`config.mk`:
```
export PLATFORM = sky130hd
export DESIGN_NAME = txstop_ctrl
export DESIGN_NICKNAME = d
export VERILOG_FILES = /design/src/rtl/txstop_pkg.sv /design/src/rtl/txstop_prio_pick.sv /design/src/rtl/txstop_retry_cnt.sv /design/src/rtl/txstop_ctrl.sv
export SDC_FILE = /design/constraint.sdc
export NUM_CORES = 1
export LEC_CHECK = 0
export BUFFER_PORTS_ARGS = -buffer_cell sky130_fd_sc_hd__buf_4
export CORE_UTILIZATION = 28
export CTS_BUF_LIST = sky130_fd_sc_hd__clkbuf_8
export DETAILED_ROUTE_END_ITERATION = 10
export PLACE_DENSITY = 0.56
export SKIP_LAST_GASP = 1
export SLEW_MARGIN = 40
export SYNTH_ARGS = -nofsm -noshare
export SYNTH_HDL_FRONTEND = slang
export SYNTH_SLANG_ARGS = --single-unit
```
`constraint.sdc`:
```
create_clock -name clk -period 3.6 [get_ports clk]
set_clock_uncertainty 0.05 [all_clocks]
set_input_delay 0.54 -clock clk [delete_from_list [all_inputs] [get_ports clk]]
set_output_delay 0.54 -clock clk [all_outputs]
set_load 0.02 [all_outputs]
```
`src/rtl/txstop_pkg.sv`:
```
package txstop_pkg;
    localparam int ERR_W = 5;

    // bit positions of the latched error code
    localparam int ERR_EXCESS   = 0;
    localparam int ERR_LATE     = 1;
    localparam int ERR_CARRIER  = 2;
    localparam int ERR_UNDERRUN = 3;
    localparam int ERR_SQE      = 4;

    // priority slots, slot 0 wins
    localparam int PRI_UNDERRUN = 0;
    localparam int PRI_LATE     = 1;
    localparam int PRI_EXCESS   = 2;
    localparam int PRI_CARRIER  = 3;
    localparam int PRI_SQE      = 4;

    typedef struct packed {
        logic             tx_en;
        logic [ERR_W-1:0] err_status;
        logic             irq;
        logic             backoff;
        logic             restart;
    } ctrl_state_t;
endpackage

```
`src/rtl/txstop_prio_pick.sv`:
```
module txstop_prio_pick #(
    parameter int N = 5
) (
    input  logic [N-1:0] req,
    output logic [N-1:0] grant,
    output logic         any
);
    for (genvar i = 0; i < N; i++) begin : g_slot
        if (i == 0) begin : g_first
            assign grant[i] = req[i];
        end else begin : g_rest
            assign grant[i] = req[i] & ~(|req[i-1:0]);
        end
    end
    assign any = |req;
endmodule

```
`src/rtl/txstop_retry_cnt.sv`:
```
module txstop_retry_cnt #(
    parameter int MAX_ATTEMPTS = 16,
    parameter int CNT_W        = $clog2(MAX_ATTEMPTS + 1)
) (
    input  logic             clk,
    input  logic             rst_n,
    input  logic             clear,
    input  logic             incr,
    output logic [CNT_W-1:0] count,
    output logic             at_last
);
    localparam logic [CNT_W-1:0] LAST_V = CNT_W'(MAX_ATTEMPTS - 1);
    localparam logic [CNT_W-1:0] TOP_V  = CNT_W'(MAX_ATTEMPTS);

    logic [CNT_W-1:0] cnt_q, cnt_d, base;

    always_comb begin
        base  = clear ? '0 : cnt_q;
        cnt_d = base;
        if (incr && base != TOP_V) begin
            cnt_d = base + 1'b1;
        end
    end

    assign at_last = (base == LAST_V);
    assign count   = cnt_q;

    always_ff @(posedge clk or negedge rst_n) begin
        if (!rst_n) begin
            cnt_q <= '0;
        end else begin
            cnt_q <= cnt_d;
        end
    end
endmodule

```
`src/rtl/txstop_ctrl.sv`:
```
module txstop_ctrl
    import txstop_pkg::*;
#(
    parameter int MAX_ATTEMPTS = 16,
    parameter int CNT_W        = $clog2(MAX_ATTEMPTS + 1)
) (
    input  logic             clk,
    input  logic             rst_n,
    input  logic             cfg_mon_carrier,
    input  logic             cfg_stop_sqe,
    input  logic             sw_enable_set,
    input  logic             frame_start,
    input  logic             ev_collision,
    input  logic             ev_late_col,
    input  logic             ev_carrier_lost,
    input  logic             ev_underrun,
    input  logic             ev_sqe_fail,
    input  logic             ev_success,
    output logic             tx_en,
    output logic [ERR_W-1:0] err_status,
    output logic             err_irq,
    output logic             backoff_req,
    output logic             dma_restart,
    output logic [CNT_W-1:0] col_count
);
    ctrl_state_t st_q, st_d;

    logic             active;
    logic             cnt_clear, cnt_incr, cnt_last;
    logic [ERR_W-1:0] pri_req, pri_grant;
    logic             fatal;
    logic [ERR_W-1:0] code;

    assign active    = st_q.tx_en;
    assign cnt_incr  = active & ev_collision;
    assign cnt_clear = frame_start | (sw_enable_set & ~active)
                     | (active & ev_success & ~ev_collision);

    txstop_retry_cnt #(
        .MAX_ATTEMPTS(MAX_ATTEMPTS),
        .CNT_W       (CNT_W)
    ) retry_i (
        .clk    (clk),
        .rst_n  (rst_n),
        .clear  (cnt_clear),
        .incr   (cnt_incr),
        .count  (col_count),
        .at_last(cnt_last)
    );

    always_comb begin
        pri_req               = '0;
        pri_req[PRI_UNDERRUN] = active & ev_underrun;
        pri_req[PRI_LATE]     = active & ev_late_col;
        pri_req[PRI_EXCESS]   = active & ev_collision & cnt_last;
        pri_req[PRI_CARRIER]  = active & ev_carrier_lost & cfg_mon_carrier;
        pri_req[PRI_SQE]      = active & ev_sqe_fail & cfg_stop_sqe;
    end

    txstop_prio_pick #(.N(ERR_W)) pick_i (
        .req  (pri_req),
        .grant(pri_grant),
        .any  (fatal)
    );

    always_comb begin
        code               = '0;
        code[ERR_UNDERRUN] = pri_grant[PRI_UNDERRUN];
        code[ERR_LATE]     = pri_grant[PRI_LATE];
        code[ERR_EXCESS]   = pri_grant[PRI_EXCESS];
        code[ERR_CARRIER]  = pri_grant[PRI_CARRIER];
        code[ERR_SQE]      = pri_grant[PRI_SQE];
    end

    always_comb begin
        st_d         = st_q;
        st_d.irq     = 1'b0;
        st_d.backoff = 1'b0;
        st_d.restart = 1'b0;
        if (sw_enable_set && !active) begin
            st_d.tx_en      = 1'b1;
            st_d.err_status = '0;
        end
        if (fatal) begin
            st_d.tx_en      = 1'b0;
            st_d.err_status = code;
            st_d.irq        = 1'b1;
        end else if (cnt_incr) begin
            st_d.backoff = 1'b1;
            st_d.restart = 1'b1;
        end
    end

    always_ff @(posedge clk or negedge rst_n) begin
        if (!rst_n) begin
            st_q <= '0;
        end else begin
            st_q <= st_d;
        end
    end

    assign tx_en       = st_q.tx_en;
    assign err_status  = st_q.err_status;
    assign err_irq     = st_q.irq;
    assign backoff_req = st_q.backoff;
    assign dma_restart = st_q.restart;
endmodule

```
# Word level (Yosys, flattened, before mapping)

Cells that the tools add are included.

Order comparisons: 0
$mul: 0
Bitwise operators: 23
Reduce and logical (&&, ||, !) cells: 8
Div/mod/pow operators: 0
Multiplexer cells: 6
Add/subtract/negate cells: 1
Shift-type cells: 0
Equality and inequality tests: 2

Operators with widths:

| operator            | count |
|---|---|
| $and 1x1->1         | 15 |
| $mux 5              | 2 |
| $mux 7              | 1 |
| $mux 6              | 1 |
| $not 1->1           | 6 |
| $add 5x1->5 const B | 1 |
| $eq 5x4->1 const B  | 1 |
| $ne 5x5->1 const B  | 1 |
| $reduce_or 5->1     | 1 |
| $mux 2              | 2 |
| $reduce_or 4->1     | 1 |
| $reduce_or 3->1     | 1 |
| $logic_and 1x1->1   | 2 |
| $or 1x1->1          | 2 |
| $reduce_bool 2->1   | 1 |
| $reduce_or 2->1     | 1 |
| $logic_not 1->1     | 1 |

Register bits: 14
Memories kept: 0
Bits of input ports: 12
Memory bits (read-only): 0
Bits in latches: 0
Word-level logic and storage cells: 46
RAM bits: 0

# Depth between registers and ports, before layout

Depth in word-level cells: 11
Mapped depth: 10
Depth with buffers taken out: 9

# Cells and area by module

A second synthesis with hierarchy kept.

Cells, all modules: 80
Area total of the unflattened synthesis: 765.7 sq um

By module, submodules not included:

| module           | area an instance (sq um) | times used | cells each | seq. area each (sq um) |
|---|---|---|---|---|
| txstop_ctrl      | 369.1                    | 1          | 37         | 200.2 |
| txstop_retry_cnt | 341.6                    | 1          | 36         | 125.1 |
| txstop_prio_pick | 55.1                     | 1          | 7          | 0.0 |

# Least setup slack after synthesis

OpenSTA, ideal clock, no wires.

Kind: register -> register
Start point: reg st_q (netlist bit tx_en)
End point: reg st_q (netlist bit err_irq)
Setup slack: 1407 ps
Library setup time: 124 ps
Data arrival time: 2019 ps
Required time: 3426 ps
Stages on the path, launching flop included: 11
Cells stage by stage: dfrtp_1 -> nand2b_1 -> clkbuf_2 -> and3_4 -> ha_1 -> nand2_1 -> nor2_1 -> ha_1 -> a211oi_1 -> o21ai_1 -> nand2b_1

Cells in the longest elaborated chain, start to end: 9
Elaborated cells on any way between the ends: 18
Classes of those cells: eq/ne: 1; mux: 2; bitwise: 14; reduce/logical: 1

RTL lines:

| item                     | line                   | RTL |
|---|---|---|
| start: declaration       | txstop_ctrl.sv:26      | `ctrl_state_t st_q, st_d;` |
| start signal: assignment | txstop_ctrl.sv:98      | `st_q <= st_d;` |
| $not 1->1                | txstop_ctrl.sv:36      | `assign cnt_clear = frame_start \| (sw_enable_set & ~active)` |
| $and 1x1->1              | txstop_ctrl.sv:36      |  |
| $or 1x1->1               | txstop_ctrl.sv:36      |  |
| $or 1x1->1               | txstop_ctrl.sv:37      | `\| (active & ev_success & ~ev_collision);` |
| $mux 5                   | txstop_retry_cnt.sv:18 | `base = clear ? '0 : cnt_q;` |
| $eq 5x4->1               | txstop_retry_cnt.sv:25 | `assign at_last = (base == LAST_V);` |
| $and 1x1->1              | txstop_ctrl.sv:55      | `pri_req[PRI_EXCESS] = active & ev_collision & cnt_last;` |
| $reduce_or 5->1 (*)      | txstop_prio_pick.sv:15 | `assign any = \|req;` |
| named net fatal          | txstop_ctrl.sv:31      | `logic fatal;` |
| $mux 7 (*)               | txstop_ctrl.sv:84      | `if (fatal) begin` |

The timed path passes the listed nets; every way through them passes the cells marked *.
A chain may end at the register's enable or synchronous reset.

# Final worst setup path

Start point: reg st_q (netlist bit tx_en)
End point: reg st_q (netlist bit backoff_req)

Cells in the longest elaborated chain, start to end: 9
Elaborated cells on any way between the ends: 19
Classes of those cells: eq/ne: 1; mux: 3; bitwise: 14; reduce/logical: 1

RTL lines:

| item            | line |
|---|---|
| $not 1->1       | txstop_ctrl.sv:36 |
| $and 1x1->1     | txstop_ctrl.sv:36 |
| $or 1x1->1      | txstop_ctrl.sv:36 |
| $or 1x1->1      | txstop_ctrl.sv:37 |
| $mux 5          | txstop_retry_cnt.sv:18 |
| $eq 5x4->1      | txstop_retry_cnt.sv:25 |
| $and 1x1->1     | txstop_ctrl.sv:55 |
| $reduce_or 5->1 | txstop_prio_pick.sv:15 |
| $mux 2 (*)      | txstop_ctrl.sv:84 |

Mark *: on every way between the ends. The rest lies on a longest branch, timed or not.

==> metrics <==
status=finished clean; largest net degree at the start of global routing=14; Mapped Cells=81; fraction of registers with async set/reset=1.00; first-pass GRT wire length=~3000 microns; clock slew at reported path FFs=0.06 ns; GP Congestion=0.806; TritonCTS buffer count=3; clk_lat worst skew=0.25 ns; initial antenna violation count=0; Synth top cells by count=13 x dfrtp_1, 8 x inv_1, 8 x nand3_1; Antenna Nets Post-Route=0; syn_nets=96; Leak Pwr=around 0.47 nW; most frequent cell after synthesis=dfrtp_1; hold buffers post-CTS=0; CTS sink cnt=13; Seq/Total Area, Yosys=0.416; # placed instances=133; n_diodes=0; power per standard cell area=579 nW/um^2; crit path DAT=2.62 ns; Synth Register Bits=13; Yosys cell types=35; number of vias per cell=approximately 5; Core Area=2570 sq um; Finished Layout Cells=137; Crit. End Element=flip-flop; clock period minus worst slack=2.53 ns; die height=between 50 and 60 microns; Die Span X=54.8 microns; Worst Max-Slew Pin Slew=0.433 ns; Final Hold Violating Endpoints=0; Clock Path Buffers=2; IO buf count=25; Hold WC Path Type=in2async; Vias=700; Setup Buffers After CTS=0; total number of yosys warnings=0; TritonCTS clock tree=done; fraction of layout cells with a size suffix above 1=0.336; htree depth=1; # rows=18; ys flop type=dfrtp_1; setup_tns=0 ns; Total GRT Usage=0.147; CP max stage delay=0.53 ns; drt wl/cell=13.1 microns; Netlist Area Pre-Place=slightly below 800 sq um; RSZ-0062 raised after global routing=false; Iter 0 DRT Violations=6; # setup viols final=0; GR Overflow Total=0; number of flops mapped to enable cells by yosys=0; Slew HR=0.711; Clock Tree Root=clkbuf_8; Avg Cell Area, Syn=9.65 sq um; CP Data Required Time=3.70 ns; worst-path cell chain=nand2b_1 -> and3_4 -> ha_1 -> nand2_1 -> nor2_1 -> ha_1 -> a211oi_1 -> o21ai_1 -> a211oi_1; Die ar.=3010 sq um; Detailed Route WL=between 1500 and 2000 microns; post-synth top area share=0.416; Final #Nets=123; DPL Wire Length=1420 microns; crit start category=flip-flop; Top delay family on crit path=compound AO/OA/AOI/OAI gates; Period Utilization, post-route=0.702; Residual DRC=0; max_cap viols=0; Worst VDD drop=0.287 mV; worst hold slack=0.0748 ns; area leader, netlist=dfrtp_1; DRT Pass-1 Iters=5; vias in the first global route=651; synth top area cells=dfrtp_1 42%, nand3_1 5.1%, ha_1 4.8%; CTS resizes=0; WP buf/inv=0; synth-to-layout area growth=31.5%; Top Ports=26; fill count=262; Peak Freq=396 MHz; WS Path Type=reg2reg; max-slew violations=0; Slowest cell on crit path=dfrtp_1; CP Max Fanout=13; Initial Util=0.305
## worst paths after layout
path / startpoint / endpoint / slack (ns) / depth (start not counted)
worst max-delay path: tx_en / backoff_req / 1.07 / 9
worst min-delay path: rst_n / retry_i.count[1] / 0.07 / 1
worst max register to register: tx_en / backoff_req / 1.07 / 9
worst min register to register: err_status[2] / err_status[2] / 0.51 / 2
max in group asynchronous: rst_n / err_status[3] / 3.26 / 1
min in group clk: ev_sqe_fail / backoff_req / 0.45 / 2
## state kept, by name, summed over array words and instances, names as in the netlist
register	flops
backoff_req	1
err_irq	1
err_status	5
retry_i.count	5
tx_en	1
## area by class of cell
type	count	area, sq um	area share
clock inverters	1	3.75	0.00365
inverters	8	30.0	0.0292
multi-input cells	57	403	0.392
clock buffers	3	41.3	0.0401
repair buffers	25	188	0.182
flip-flops and latches	13	325	0.316
well taps	30	37.5	0.0365
## per-stage QoR
stage | util | power (mW) | cell area (sq um) | worst slack (ns)
2_1_floorplan | - | 0.384 | 782 | 1.41
3_3_place_gp | 0.383 | 0.467 | 983 | 1.12
3_5_place_dp | 0.383 | 0.467 | 983 | 1.05
4_1_cts | 0.401 | 0.600 | 1030 | 1.08
5_1_grt | 0.401 | 0.636 | 1030 | 0.798
6_report | 0.401 | 0.595 | 1030 | 1.07
## power by group
part / switching, mW / internal (mW)
clock: 0.0558 / 0.0755
combinational: 0.140 / 0.105
sequential: 0.0397 / 0.180
total: 0.235 / 0.360
## per-layer routing
| metal | wire (microns) | track usage | share of wire |
|---|---|---|---|
| met4 | 60 | 0.115 | 0.033 |
| met1 | 821 | 0.197 | 0.46 |
| met5 | 0 | 0 | 0 |
| met3 | 42 | 0.00833 | 0.023 |
| met2 | 876 | 0.217 | 0.49 |
## layout by cell type, fill, tap and decap left out, types with 2 or more instances in the layout
master	n
nand3_1	8
nand4_1	2
clkbuf_8	3
inv_1	9
dfrtp_1	13
buf_4	25
o22ai_1	2
a211oi_1	2
ha_1	3
o21ai_0	5
nand2_1	3
a21oi_1	3
nand3b_1	2
nand2b_1	2
nor2_1	6
## logic make-up after synthesis
group / synth area share
simple gates: 0.294
compound gates: 0.160
flops: 0.416
buf+inv: 0.0688
fa+ha+maj: 0.0480
mux: 0.0128
(Power assumes the default switching activity.)
